File: src/rtl/vcache_tags.sv
module vcache_tags #(
  parameter int LINE_W = 12,
  parameter int IDX_W  = 4,
  parameter int VC_N   = 8
) (
  input  logic              clk,
  input  logic              rst,
  input  logic              req_valid,
  input  logic [LINE_W-1:0] req_line,
  output logic              rsp_valid,
  output logic [1:0]        rsp_kind,
  output logic              fetch_req,
  output logic [LINE_W-1:0] fetch_line
);
  localparam int TAG_W = LINE_W - IDX_W;
  localparam int SETS  = 1 << IDX_W;
  localparam int PW    = (VC_N > 1) ? $clog2(VC_N) : 1;
  localparam logic [1:0] K_PHIT = 2'b01, K_VHIT = 2'b10, K_MISS = 2'b11;

  logic [TAG_W-1:0]  ptag [SETS];
  logic [SETS-1:0]   pval;
  logic [LINE_W-1:0] vline [VC_N];
  logic [VC_N-1:0]   vval;
  logic [PW-1:0]     vptr;

  logic [IDX_W-1:0]  idx;
  logic [TAG_W-1:0]  tag;
  logic              p_hit, v_hit, d_val;
  logic [LINE_W-1:0] displaced;
  logic [VC_N-1:0]   vmatch;
  logic [PW-1:0]     vsel;

  assign idx       = req_line[IDX_W-1:0];
  assign tag       = req_line[LINE_W-1:IDX_W];
  assign d_val     = pval[idx];
  assign p_hit     = d_val && (ptag[idx] == tag);
  assign displaced = {ptag[idx], idx};
  assign v_hit     = |vmatch;

  for (genvar k = 0; k < VC_N; k++) begin : g_cmp
    assign vmatch[k] = vval[k] && (vline[k] == req_line);
  end

  always_comb begin
    vsel = '0;
    for (int k = 0; k < VC_N; k++)
      if (vmatch[k]) vsel = PW'(k);
  end

  always_ff @(posedge clk) begin
    if (rst) begin
      pval       <= '0;
      vval       <= '0;
      vptr       <= '0;
      rsp_valid  <= 1'b0;
      rsp_kind   <= 2'b00;
      fetch_req  <= 1'b0;
      fetch_line <= '0;
    end else begin
      rsp_valid <= req_valid;
      rsp_kind  <= 2'b00;
      fetch_req <= 1'b0;
      if (req_valid) begin
        if (p_hit) begin
          rsp_kind <= K_PHIT;
        end else begin
          ptag[idx] <= tag;
          pval[idx] <= 1'b1;
          if (v_hit) begin
            rsp_kind    <= K_VHIT;
            vline[vsel] <= displaced;
            vval[vsel]  <= d_val;
          end else begin
            rsp_kind   <= K_MISS;
            fetch_req  <= 1'b1;
            fetch_line <= req_line;
            if (d_val) begin
              vline[vptr] <= displaced;
              vval[vptr]  <= 1'b1;
              vptr        <= (vptr == PW'(VC_N - 1)) ? '0 : vptr + 1'b1;
            end
          end
        end
      end
    end
  end
endmodule

File: config.mk
export PLATFORM = sky130hd
export DESIGN_NAME = vcache_tags
export DESIGN_NICKNAME = d
export VERILOG_FILES = /design/src/rtl/vcache_tags.sv
export SDC_FILE = /design/constraint.sdc
export NUM_CORES = 1
export LEC_CHECK = 0
export BUFFER_PORTS_ARGS = -buffer_cell sky130_fd_sc_hd__clkbuf_2
export CORE_UTILIZATION = 50
export DETAILED_ROUTE_END_ITERATION = 10
export PLACE_DENSITY_LB_ADDON = 0.12
export SYNTH_ARGS = -nofsm -noshare
export SYNTH_HDL_FRONTEND = slang
export SYNTH_SLANG_ARGS = --single-unit
File: constraint.sdc
create_clock -name clk -period 4.41 [get_ports clk]
set_clock_uncertainty 0.2 [all_clocks]
set_input_delay 0.2205 -clock clk [delete_from_list [all_inputs] [get_ports clk]]
set_output_delay 0.2205 -clock clk [all_outputs]
set_load 0.1 [all_outputs]
# == Word-level counts from Yosys, hierarchy flattened ==
# Memory sizes are Yosys's and may differ from the RTL's.
# Index checks and enable logic that the tools add are counted.
# totals
regBits,43
mem_bits_rw,224
in_bits,15
out_inout_bits,16
word_cells,93
memories,2
# memory_table
name,words,width,rd,rd_ports_with_merged_regs,write_ports,line,text
ptag,16,8,1,0,1,20,logic [TAG_W-1:0] ptag [SETS];
vline,8,12,8,0,1,22,logic [LINE_W-1:0] vline [VC_N];
# op_classes
add_sub_neg,1
order_cmp,6
n_eq_ne,10
n_mux,40
n_bitwise,5
n_reduce_logical,21
# ops
cell,n
12-bit == test,8
1-bit 2-to-1 mux,24
3-bit 2-to-1 mux,8
8-bit 2-to-1 mux,2
16-bit OR,1
1-bit logical AND,12
12-bit 2-to-1 mux,1
12-bit OR reduction,1
8-bit bitwise mux,1
8-bit == test,1
3-bit by 4-bit < comparator with 1-bit output (second input constant),2
8-bit OR,1
8-bit OR reduction,1
1-bit demux with 3-bit select,2
3-bit by 1-bit >= comparator with 1-bit output (second input constant),2
3-bit AND reduction,2
4-bit by 5-bit < comparator with 1-bit output (second input constant),1
1-bit binary-select mux with 4-bit select,1
1-bit demux with 4-bit select,1
4-bit by 1-bit >= comparator with 1-bit output (second input constant),1
4-bit AND reduction,1
3-bit by 1-bit adder with 3-bit output (second input constant),1
3-bit == test (second input constant),1
1-bit NOT,3
4 further kinds,4

# == Depth between registers and ports, before layout ==
# Gate-level depths: netlist (run 1).
# An unclocked memory read counts as a cell.
# logic_depth
depth_word,16
mapped_depth,14
mapped_depth_nobuf,9

# == Worst setup path before layout (run 1) ==
# No wires, ideal clock.
# synth_path
kind,input-to-reg
startpoint,input req_line[0]
endpoint,"memory vline[0][0], enable pin"
setup_ns,0.380
t_arrival_ns,3.271
required_ns,3.830
slack_ns,0.559
cell_stages,12
path_buffers,3
cell_sequence,buf_2 > buf_4 > buf_4 > mux4_2 > a22oi_1 > nand2_1 > xnor2_1 > nand4_1 > o21ai_4 > o41ai_1 > or3_1 > nor2_1
# synth_between
word_cells_on_any_way,43
cone_classes,eq/ne (9); mux (22); reduce/logical (11); memory (1)
# synth_rtl
element,line,text
"start, declared",9,"input logic [LINE_W-1:0] req_line,"
memory read 16 x 8 bit *,--,
named net displaced[6],29,logic [LINE_W-1:0] displaced;
8-bit == test *,36,assign p_hit = d_val && (ptag[idx] == tag);
1-bit logical AND *,36,
1-bit 2-to-1 mux,64,if (p_hit) begin
1-bit 2-to-1 mux,63,if (req_valid) begin
1-bit 2-to-1 mux,51,if (rst) begin
1-bit 2-to-1 mux (not written as such),78,vline[vptr] <= displaced;
12-bit OR reduction (no source line),--,
3-bit 2-to-1 mux (no source line) / 1-bit 2-to-1 mux (equally long branches),--,
"end, declared",22,
# The timed path passes the listed nets; every way through them passes the cells marked *. The select of a mux whose other input is x is not followed.

# == Worst setup path in the final report (run 1) ==
# layout_path
startpoint,input req_line[2]
endpoint,"memory vline[5][2], enable pin"
# layout_between
elab_chain_cells,10
word_cells_on_any_way,43
cone_classes,eq/ne (9); mux (22); reduce/logical (11); memory (1)
# layout_rtl
element
"parallel branches: the longest is 10 deep, another holds memory read 16 x 8 bit"
# Several ways; the timed one is not identified. The select of a mux whose other input is x is not followed.

==> impl_metrics.json, run 1 <==
{
  "share_comb_of_total_power_pct": 7.6,
  "hold_ws_ns": 0.150,
  "grt_usage_pct": 23.8,
  "ctsRootBufferMaster": "clkbuf_16",
  "post_cts_buffers": 0,
  "fin_util_pct": 59.1,
  "num_rows": 54,
  "syn2layout_area_growth_pct": 15.5,
  "finalHoldViolations": 0,
  "synth_top_area_cell": "edfxtp_1",
  "grt_max_degree": 46,
  "yosysSeqAreaShare_pct": 67.8,
  "antennaDiodeCount": 0,
  "setup-violations-final": 0,
  "path_delay_family": "simple AND/OR/NAND/NOR gates",
  "post-route-cell-area_um2": 12900,
  "synth_edf_count": 224,
  "power_density_nw_per_um2": 425,
  "grt_overflow_total": 0,
  "p_sw_mw": 1.23,
  "clock.fmax_mhz": 257,
  "ant_nets": 0,
  "drive_gt1_share_pct": 21.9,
  "fin_cells": 1087,
  "cap_violations": 0,
  "grt_pass1_wl_mm": 39.1,
  "cts-resized-gates": 0,
  "synth_warnings": 0,
  "port_buffers": 30,
  "antenna_found_initial": 0,
  "place_hpwl_mm": 17.3,
  "swShare_pct": 22.4,
  "arrival_ns": 3.93,
  "drc_errors": 0,
  "clock_latency_ns": 0.54,
  "cp-start-kind": "input pin",
  "final_common_cell": "edfxtp_1",
  "cts_sinks": 267,
  "dp.cells": 1032,
  "leakagePower_nw": 4.48,
  "start_util_pct": 51.1,
  "rsz0062_at_grt": "false",
  "cts_buffers": 28,
  "dieArea_um2": 23000,
  "worst-path-buf-inv": 4,
  "first_global_vias": 6398,
  "fp.dieH_um": 152,
  "place_ws_ns": 0.152,
  "yosysTopAreaCellShare_pct": 60.1,
  "avgRoutedWirePerCell_um": 24.1,
  "syn_area_um2": 11200,
  "finalPower_mw": 5.50,
  "hold_class": "input pin to register",
  "synth_ff_type": "edfxtp_1",
  "drt_wl_total_mm": 26.3,
  "synthTopCellsByArea": "edfxtp_1 (60%), dfxtp_1 (7.7%), xnor2_1 (7.3%)",
  "placed_cell_area_um2": 12000,
  "async_reset_ff_share_pct": 0,
  "final_cell_mix": "edfxtp_1 (224), xnor2_1 (93), buf_4 (47), dfxtp_1 (43), nor2_1 (36)",
  "internal_power_mw": 4.27,
  "drt-initial-drc-count": 514,
  "vias_per_cell": 5.87,
  "cts_tree": "built",
  "crit_required_ns": 4.44,
  "synth_cells": 707,
  "yosysUniqueCellTypes": 56,
  "boundaryPins": 31,
  "first_pass_iters": 4,
  "period_needed_ns": 3.90,
  "crit_chain": "dlygate4sd3_1 > clkbuf_2 > buf_12 > xnor2_1 > nand4_1 > nor4_1 > a41oi_1 > or4b_2 > or2_1 > o41ai_1 > nand3_1 > nor2_1 > buf_4",
  "core_um2": 21900,
  "critical-path-slowest-cell": "or4b_2",
  "worst_pin_slew_ns": 1.08,
  "vias": 6377,
  "slowest_delay_ns": 0.71,
  "gp_congestion": 0.931,
  "crit_fanout": 45,
  "post_cts_hold_buffer_count": 3,
  "tns_ns": 0,
  "die_w_um": 152,
  "ys_seq_elements": 267,
  "pwr-share-seq_pct": 50.6,
  "finalCritPeriodShare_pct": 88.4,
  "finish.net_count": 802,
  "avgSynthCellArea_um2": 15.8,
  "clk_pin_slew_ns": 0.06,
  "setup_ws_ns": 0.512,
  "ir_drop_mv": 0.334,
  "slew-limit-headroom_pct": 27.9,
  "cp-end-kind": "register",
  "synth_fp_nets": 724,
  "crit_type": "input pin to register",
  "p_clk_share_pct": 41.8,
  "cts_max_path_buffers": 3,
  "outcome": "finished, final reports clean",
  "htree_levels": 1,
  "slew_viol_final": 0
}
-- cells in the mapped netlist (all sizes together), types with 3 or more instances --
| master | count |
|---|---|
| nor3 | 8 |
| a41oi | 5 |
| buf | 29 |
| a31oi | 6 |
| nor2b | 7 |
| mux4 | 35 |
| or4 | 5 |
| a22oi | 6 |
| nand4 | 17 |
| inv | 7 |
| nand2 | 22 |
| dfxtp | 43 |
| mux2 | 5 |
| nor2 | 36 |
| nand3 | 12 |
| nor3b | 9 |
| a21oi | 11 |
| and3 | 9 |
| o21ai | 10 |
| nand2b | 4 |
| xnor2 | 93 |
| nor4 | 9 |
| edfxtp | 224 |
| o31ai | 3 |
| o22ai | 3 |
| mux2i | 25 |
| a21o | 17 |
| and2 | 4 |
| clkbuf | 9 |
| xor2 | 9 |
-- power groups by stage --
stage	Sequential [mW]	Combinational, mW	Clock (mW)
floorplan	2.89	0.206	0
global placement	2.83	0.416	0
detailed placement	2.83	0.419	0
CTS	2.78	0.423	2.34
global route	2.78	0.444	2.42
finish	2.78	0.418	2.30
-- worst min-delay path, stage by stage --
cell and delay [ns]:
clkbuf_2 0.32, mux2i_1 0.24, nor2_1 0.05
-- kinds of logic after synthesis --
| kind of cell | share of synthesized area, % |
|---|---|
| buffers and inverters | 2.10 |
| DFF | 67.8 |
| adders and majority gates | 0.224 |
| muxes | 9.78 |
| AOI/OAI and AO/OA | 4.68 |
| and+or+nand+nor | 7.45 |
| xor gates and xnor gates | 7.98 |
-- final timing paths --
check,end,cells after the start,start,slack [ns]
max,vline[5][2],13,req_line[2],0.51
min,fetch_line[8],3,req_line[8],0.15
max reg2reg,vline[4][11],10,ptag[13][1],0.62
min reg2reg,pval[5],1,pval[5],0.25
-- registers in the layout (all words and copies together) (netlist names) --
name	flops
vval	8
ptag	128
rsp_valid	1
vline	96
pval	16
fetch_line	12
vptr	3
fetch_req	1
rsp_kind	2
-- final cells by class --
cell class / count / area (um^2)
Timing Repair Buffer: 86 / 653
Sequential cell: 267 / 7590
Clock buffer: 36 / 813
Multi-Input combinational cell: 395 / 3390
Fill cell: 1698 / 8960
Clock inverter: 16 / 113
Inverter: 7 / 26.3
Tap cell: 280 / 350
-- layer usage --
| layer | up-vias | routed length (um) | global-route usage, % |
|---|---|---|---|
| li1 | 2874 | - | - |
| met1 | 3299 | 11600 | 32.6 |
| met2 | 165 | 13100 | 40.6 |
| met3 | 39 | 1100 | 2.69 |
| met4 | 0 | 504 | 6.14 |
| met5 | - | 0 | 0 |
No activity file was read; power rests on OpenSTA's default activity.
==> run 2, diff against run 1 <==
--- a/config.mk
+++ b/config.mk
@@ -6,8 +6,11 @@
 export NUM_CORES = 1
 export LEC_CHECK = 0
 export BUFFER_PORTS_ARGS = -buffer_cell sky130_fd_sc_hd__clkbuf_2
+export CELL_PAD_IN_SITES_DETAIL_PLACEMENT = 1
+export CELL_PAD_IN_SITES_GLOBAL_PLACEMENT = 1
 export CORE_UTILIZATION = 50
 export DETAILED_ROUTE_END_ITERATION = 10
+export HOLD_SLACK_MARGIN = 0.12
 export PLACE_DENSITY_LB_ADDON = 0.12
 export SYNTH_ARGS = -nofsm -noshare
 export SYNTH_HDL_FRONTEND = slang
==> run 2 against run 1 <==
Net effect: fmax is 2.3% lower; clock power is 4% higher; count of clock-buffer cells in the layout up 1; combinational power barely moved; critical path depth decreased by 1; register-to-register slack worse by 0.06 ns; first-iteration DRC count is 1.2% lower; die area is the same; sequential share of layout area up 0.31 points; critical endpoint is now fetch_line[4]; largest cell class unchanged.
==> impl_metrics.json, run 2 (same netlist as run 1, synthesis figures left out) <==
{
  "finalHoldViolations": 0,
  "grt_max_degree": 46,
  "ctsRootBufferMaster": "clkbuf_16",
  "grt_pass1_wl_mm": 43.1,
  "drive_gt1_share_pct": 20.8,
  "clk_pin_slew_ns": 0.06,
  "worst_pin_slew_ns": 1.30,
  "cts_sinks": 267,
  "syn2layout_area_growth_pct": 14.9,
  "grt_usage_pct": 26.5,
  "antennaDiodeCount": 0,
  "boundaryPins": 31,
  "vias_per_cell": 6.03,
  "cp-end-kind": "register",
  "fin_util_pct": 58.8,
  "die_w_um": 152,
  "crit_type": "input pin to register",
  "tns_ns": 0,
  "top_regs": "ptag (128), vline (96), pval (16)",
  "final_common_cell": "edfxtp_1",
  "fin_cells": 1080,
  "fp.dieH_um": 152,
  "clock.fmax_mhz": 251,
  "antenna_found_initial": 0,
  "ant_nets": 0,
  "finalPower_mw": 5.60,
  "period_needed_ns": 3.99,
  "clock_latency_ns": 0.54,
  "avgRoutedWirePerCell_um": 27.0,
  "drc_errors": 0,
  "first_pass_iters": 5,
  "place_hpwl_mm": 18.9,
  "num_rows": 54,
  "outcome": "finished, final reports clean",
  "cp-start-kind": "input pin",
  "ir_drop_mv": 0.450,
  "nFillCells": 2019,
  "finish.net_count": 795,
  "rsz0062_at_grt": "false",
  "cts_max_path_buffers": 3,
  "hold_class": "input pin to register",
  "finalCritPeriodShare_pct": 90.5,
  "port_buffers": 30,
  "power_density_nw_per_um2": 435,
  "crit_required_ns": 4.61,
  "final_cell_mix": "edfxtp_1 (224), xnor2_1 (93), dfxtp_1 (43), buf_4 (42), nor2_1 (36)",
  "setup-violations-final": 0,
  "post_cts_buffers": 0,
  "arrival_ns": 4.19,
  "r2r_cells": 10,
  "gp_congestion": 0.897,
  "slew_viol_final": 0,
  "register_area_um2": 7590,
  "cts_tree": "built",
  "multi_input_area_um2": 3390,
  "htree_levels": 1,
  "drt-initial-drc-count": 508,
  "top_register": "ptag",
  "cts_buffers": 28,
  "slew-limit-headroom_pct": 13.3,
  "min_delay_path_depth": 1,
  "core_um2": 21900,
  "cap_violations": 0,
  "cts-resized-gates": 0,
  "dp.cells": 1024,
  "grt_overflow_total": 0,
  "dieArea_um2": 23000,
  "crit_fanout": 17,
  "vias": 6507,
  "largest_reg_flops": 128,
  "start_util_pct": 51.1,
  "post_cts_hold_buffer_count": 4,
  "leakagePower_nw": 4.44,
  "first_global_vias": 6966,
  "drt_wl_total_mm": 29.2
}
run 2: critical path: stages:
cell and delay (ns):
dlygate4sd3_1 0.53, clkbuf_2 0.27, buf_4 0.32, mux4_2 0.36
and4_1 0.21, nor4_1 0.40, a31oi_1 0.18, o2111ai_2 0.15
o21ai_4 0.16, nor2_1 0.99, mux2i_1 0.31, nor2_1 0.06
run 2: worst paths after layout:
check               startpoint            end  slack, ns
hold / removal    req_line[10]     ptag[8][6]       0.13
hold reg to reg       pval[12]       pval[12]       0.25
setup reg to reg    ptag[0][1]    vline[2][4]       0.56
setup / recovery   req_line[3]  fetch_line[4]       0.42
run 2: metal layers:
metal / routed length [um] / track usage, % / vias to the layer above
met5: 0 / 0 / -
li1: - / - / 2857
met1: 11400 / 32.6 / 3402
met2: 15300 / 47.1 / 189
met3: 1500 / 3.89 / 59
met4: 1010 / 10.0 / 0
run 2: metrics by stage:
| stage | hold WS (ns) | setup WS (ns) | instance area, um^2 |
|---|---|---|---|
| after floorplan | 0.119 | 0.559 | 11200 |
| after detailed placement | 0.241 | 0.171 | 11900 |
| after global routing | 0.131 | 0.186 | 12900 |
| after CTS | 0.122 | 0.377 | 12900 |
| final | 0.127 | 0.421 | 12900 |
| after global placement | 0.227 | 0.239 | 11900 |
run 2: cell type report:
class,count,area share (%)
inverters,7,0.204
flip-flops and latches,267,59.0
well taps,280,2.72
repair buffers,79,4.40
clock buffers,37,6.20
clock inverters,15,1.15
multi-input cells,395,26.3
run 2: power breakdown:
part           leakage [nW]  switching (mW)  internal, mW  total (mW)
registers              2.37          0.0113          2.77        2.78
logic                  1.60           0.284         0.132       0.416
clock network         0.466           0.956          1.44        2.40
total                  4.44            1.25          4.34        5.60
